--- config.mk ---
export PLATFORM = sky130hd
export DESIGN_NAME = dbuf_dac_input_reg
export DESIGN_NICKNAME = d
export VERILOG_FILES = /design/src/rtl/dbuf_pkg.sv /design/src/rtl/dbuf_gate_decode.sv /design/src/rtl/dbuf_rank.sv /design/src/rtl/dbuf_dac_input_reg.sv
export SDC_FILE = /design/constraint.sdc
export NUM_CORES = 1
export LEC_CHECK = 0
export BUFFER_PORTS_ARGS = -buffer_cell sky130_fd_sc_hd__buf_2
export CAP_MARGIN = 20
export CORE_MARGIN = 2
export CORE_UTILIZATION = 52
export CTS_CLUSTER_DIAMETER = 50
export DETAILED_ROUTE_END_ITERATION = 10
export GPL_TIMING_DRIVEN = 1
export MAX_ROUTING_LAYER = met4
export PLACE_DENSITY_LB_ADDON = 0.05
export RECOVER_POWER = 100
export SLEW_MARGIN = 20
export SYNTH_ARGS = -nofsm -noshare
export SYNTH_HDL_FRONTEND = slang
export SYNTH_SLANG_ARGS = --single-unit
--- constraint.sdc ---
create_clock -name clk -period 2.8 [get_ports clk]
set_input_delay 0.84 -clock clk [delete_from_list [all_inputs] [get_ports clk]]
set_output_delay 0.84 -clock clk [all_outputs]
set_load 0.005 [all_outputs]
--- src/rtl/dbuf_pkg.sv ---
package dbuf_pkg;

    // Gate state of one latch rank
    typedef enum logic {
        RANK_HOLD = 1'b0,
        RANK_OPEN = 1'b1
    } rank_gate_e;

endpackage

--- src/rtl/dbuf_gate_decode.sv ---
module dbuf_gate_decode
    import dbuf_pkg::*;
(
    input  logic       sel_n,
    input  logic       load1_n,
    input  logic       update,
    output rank_gate_e front_gate,
    output rank_gate_e back_gate
);

    // Front rank needs both active-low enables.
    // Back rank is deliberately not qualified by the select.
    always_comb begin
        front_gate = (!sel_n && !load1_n) ? RANK_OPEN : RANK_HOLD;
        back_gate  = update ? RANK_OPEN : RANK_HOLD;
    end

endmodule

--- src/rtl/dbuf_rank.sv ---
module dbuf_rank
    import dbuf_pkg::*;
#(
    parameter int WIDTH = 16
) (
    input  logic             clk,
    input  logic             rst,
    input  rank_gate_e       gate,
    input  logic [WIDTH-1:0] word_in,
    output logic [WIDTH-1:0] word_next,
    output logic [WIDTH-1:0] word_q
);

    typedef struct packed {
        logic [WIDTH-1:0] word;
    } rank_state_t;

    rank_state_t state_d;
    rank_state_t state_q;

    always_comb begin
        state_d = state_q;
        if (gate == RANK_OPEN) begin
            state_d.word = word_in;
        end
    end

    always_ff @(posedge clk) begin
        if (rst) begin
            state_q <= '0;
        end else begin
            state_q <= state_d;
        end
    end

    // The next value is exported so a following rank can chain transparently
    assign word_next = state_d.word;
    assign word_q    = state_q.word;

endmodule

--- src/rtl/dbuf_dac_input_reg.sv ---
module dbuf_dac_input_reg
    import dbuf_pkg::*;
#(
    parameter int WIDTH = 16
) (
    input  logic             clk,
    input  logic             rst,
    input  logic             sel_n,
    input  logic             load1_n,
    input  logic             update,
    input  logic [WIDTH-1:0] din,
    output logic [WIDTH-1:0] code_out
);

    rank_gate_e       front_gate;
    rank_gate_e       back_gate;
    logic [WIDTH-1:0] front_next;
    logic [WIDTH-1:0] front_q;
    logic [WIDTH-1:0] back_next;

    dbuf_gate_decode u_decode (
        .sel_n      (sel_n),
        .load1_n    (load1_n),
        .update     (update),
        .front_gate (front_gate),
        .back_gate  (back_gate)
    );

    dbuf_rank #(.WIDTH(WIDTH)) u_front (
        .clk       (clk),
        .rst       (rst),
        .gate      (front_gate),
        .word_in   (din),
        .word_next (front_next),
        .word_q    (front_q)
    );

    // Back rank samples the front rank's next value: with both open the bus
    // reaches the output in one cycle; with the front closed, next == held value.
    dbuf_rank #(.WIDTH(WIDTH)) u_back (
        .clk       (clk),
        .rst       (rst),
        .gate      (back_gate),
        .word_in   (front_next),
        .word_next (back_next),
        .word_q    (code_out)
    );

    logic unused_back_next;
    assign unused_back_next = ^back_next;

endmodule

==> metrics.md <==
| Metric | Value |
|---|---|
| Delay-heaviest family, CP | buffers and inverters |
| Wirelength, routed | 2330 um |
| Final period util | 70.7% |
| Grt met1 use | 22.2% |
| Clock-pin slew on the worst setup and hold paths | 0.09 ns |
| Critical Path Max Stage Delay | 0.73 ns |
| Root buffer cell | clkbuf_4 |
| Top post-synthesis cells by area | dfxtp_1 (54%), a311oi_1 (11%), or3b_1 (10%) |
| Syn_nets | 145 |
| Reg2Reg Depth | 2 |
| Iter 0 DRT Violations | 11 |
| Pint | 0.612 mW |
| DRC | 0 |
| Share of power burned in registers | 60.0% |
| Final Max Slew Viols | 0 |
| Commonest non-fill, non-tap cells in the layout | dfxtp_1 (32), buf_2 (29), o21ai_0 (16), a21oi_1 (16), nor2_1 (16) |
| Drt pass-1 iters | 6 |
| Final Instance Area | 0.00140 mm^2 |
| Status | finished, final reports clean |
| Clock Skews | 0.00396 ns |
| CP arrival | 2.21 ns |
| Final nets | 176 |
| Die area | 0.00270 mm^2 |
| Yosys top cell area share | 53.6% |
| Most common cell after layout, fill and taps aside | dfxtp_1 |
| Clock sink count | 32 |
| Endpoints failing setup | 0 |
| Placed cells | 176 |
| Largest net degree at the start of global routing | 33 |
| Hold Buf Count CTS | 0 |
| Setup Fix Bufs, Post-CTS | 0 |
| Setup crit end kind | register |
| Via count | 1030 |
| GRT Max-Usage Layer | met2 |
| Critical path class | input pin to register |
| Clock tree buffer depth | 2 |
| Met3 Usage GRT | 8.62% |
| R2r setup slk | 1.94 ns |
| Share of layout cells above drive strength 1 | 24.5% |
| Routability Congestion | 0.659 |
| Yosys reg bits | 32 |
| TritonCTS buffer count | 5 |
| Critical Path RT | 3.03 ns |
| Reg2reg end | u_back.word_q[12] |
| P_sw | 0.203 mW |
| Avg WL per Cell | 12.7 um |
| Highest clock rate | 505 MHz |
| Floorplan core area | 0.00219 mm^2 |
| Synth warnings | 0 |
| PwrDens | 582 mW/mm^2 |
| Total gr overflow | 0 |
| Post-Syn Area | 0.00120 mm^2 |
| Mapped Avg Cell Area | 9.65 um^2 |
| Clock share of power | 28.9% |
| Final Hold Viols | 0 |
| Boundary pin count | 37 |
| Switch share | 24.9% |
| First-pass GRT wire length | 3820 um |
| Slowest CP cell | clkbuf_1 |
| Tightest Hold Check Type | register to register |
| Post-DP HPWL | 1500 um |
| Crit-path cells | clkbuf_1 -> o21ai_0 -> a311oi_1 |
| Resized Gates After CTS | 0 |
| Hold Crit Endpoint | u_back.word_q[3] |
| LEAKAGE | 0.543 nW |
| Worst hold stages | 2 |
| Starting Density | 54.6% |
| Final hold slack | 0.483 ns |
| Synth area leader | dfxtp_1 |
| Final core utilization | 63.9% |
| CTS H-tree lvls | 2 |
| Seq/Total Area, Yosys | 53.6% |
| Worst setup SP type | input pin |
| Maximum vdd drop | 357 uV |
| Worst skew pair latency | 0.33 ns |
| Final min period | 1.98 ns |
| Final ANT Viol Nets | 0 |
| IO buf count | 36 |
| Non-filler cells, final | 183 |
| Die height | 52.0 um |
| All-Layer GR Usage | 20.4% |
| Hold path start | u_back.word_q[3] |
| Die Wd | 52.0 um |
| Slew margin rel. | 33.0% |
| CTS tree | built |
| CP Max Fanout | 32 |
| Met2 usage in global routing | 31.9% |
| Comb pwr share | 11.0% |
| DR vias/cell | 5.63 |
| Reg2reg start | u_front.word_q[12] |
| Vias in the first global route | 914 |
| Cell Rows | 17 |
| Max Cap Viol | 0 |
| Placed cell areas | 0.00136 mm^2 |
| Ant diodes | 0 |
| Layout area overhead | 17.0% |
| Initial antenna violation count | 0 |
| Crit path buf inv count | 1 |
| Netlist cell types | 11 |
| Setup TNS | 0 ns |
| Tightest Pin Transition | 1.01 ns |
| RSZ-0062 raised after global routing | no |
| Post-Syn Instances | 124 |
## layer usage
metal  part of all wire, %  vias up
met3                   6.5        5
met2                    46       30
met5                     0        -
met1                    46      468
li1                      -      527
met4                   1.6        0
## worst register-to-register path, cell delays in order (launching register included)
cell and delay (ns):
dfxtp_1 0.32, o21ai_0 0.11, a311oi_1 0.35
## flip-flops by register name, indices dropped and copies added, names as in the netlist
register        cells
u_back.word_q      16
u_front.word_q     16
## logic make-up (layout without fill, tap and decap cells)
kind of cell           Yosys count  after routing  synth area share, %
buffers and inverters           12             43                 4.08
AOI/OAI and AO/OA               48             48                 25.6
DFF                             32             32                 53.6
and+or+nand+nor                 32             32                 16.7
## synthesized netlist by cell type
library cell and n:
or3b_1 14, a311oi_2 1, clkbuf_1 9, or3b_2 2, a311oi_1 15, dfxtp_1 32, nor2_1 16, o21ai_0 16
clkbuf_2 2, a21oi_1 16, buf_2 1
## per-stage QoR
stage | setup slack (ns) | total power, mW
after floorplan | 1.13 | 0.555
after global placement | 0.879 | 0.587
after detailed placement | 0.812 | 0.591
after CTS | 1.15 | 0.827
after global routing | 0.639 | 0.855
final | 0.822 | 0.814
## area by class of cell
class,instances,area [um^2]
clock buffers,6,41.3
clock inverters,1,5.00
fillers,202,791
multi-input cells,80,507
flip-flops and latches,32,641
well taps,28,35.0
repair buffers,36,171
## worst max path at each step
stage	from	end	slack (ns)	cells after the start
after floorplan	load1_n	u_back.word_q[0]	1.13	3
after detailed placement	load1_n	u_back.word_q[15]	0.81	3
after global placement	load1_n	u_back.word_q[11]	0.88	3
after CTS	u_back.word_q[15]	code_out[15]	1.15	1
final	load1_n	u_back.word_q[12]	0.82	3
after global routing	load1_n	u_back.word_q[12]	0.64	3
## power groups by stage
stage                     clock, mW  combinational, mW  sequential [mW]
after floorplan                   0             0.0550            0.500
after global placement            0             0.0890            0.498
after detailed placement          0             0.0917            0.500
after CTS                     0.246             0.0919            0.489
after global routing          0.262              0.102            0.492
final                         0.236             0.0897            0.489
Power figures use the tool's default switching activity.
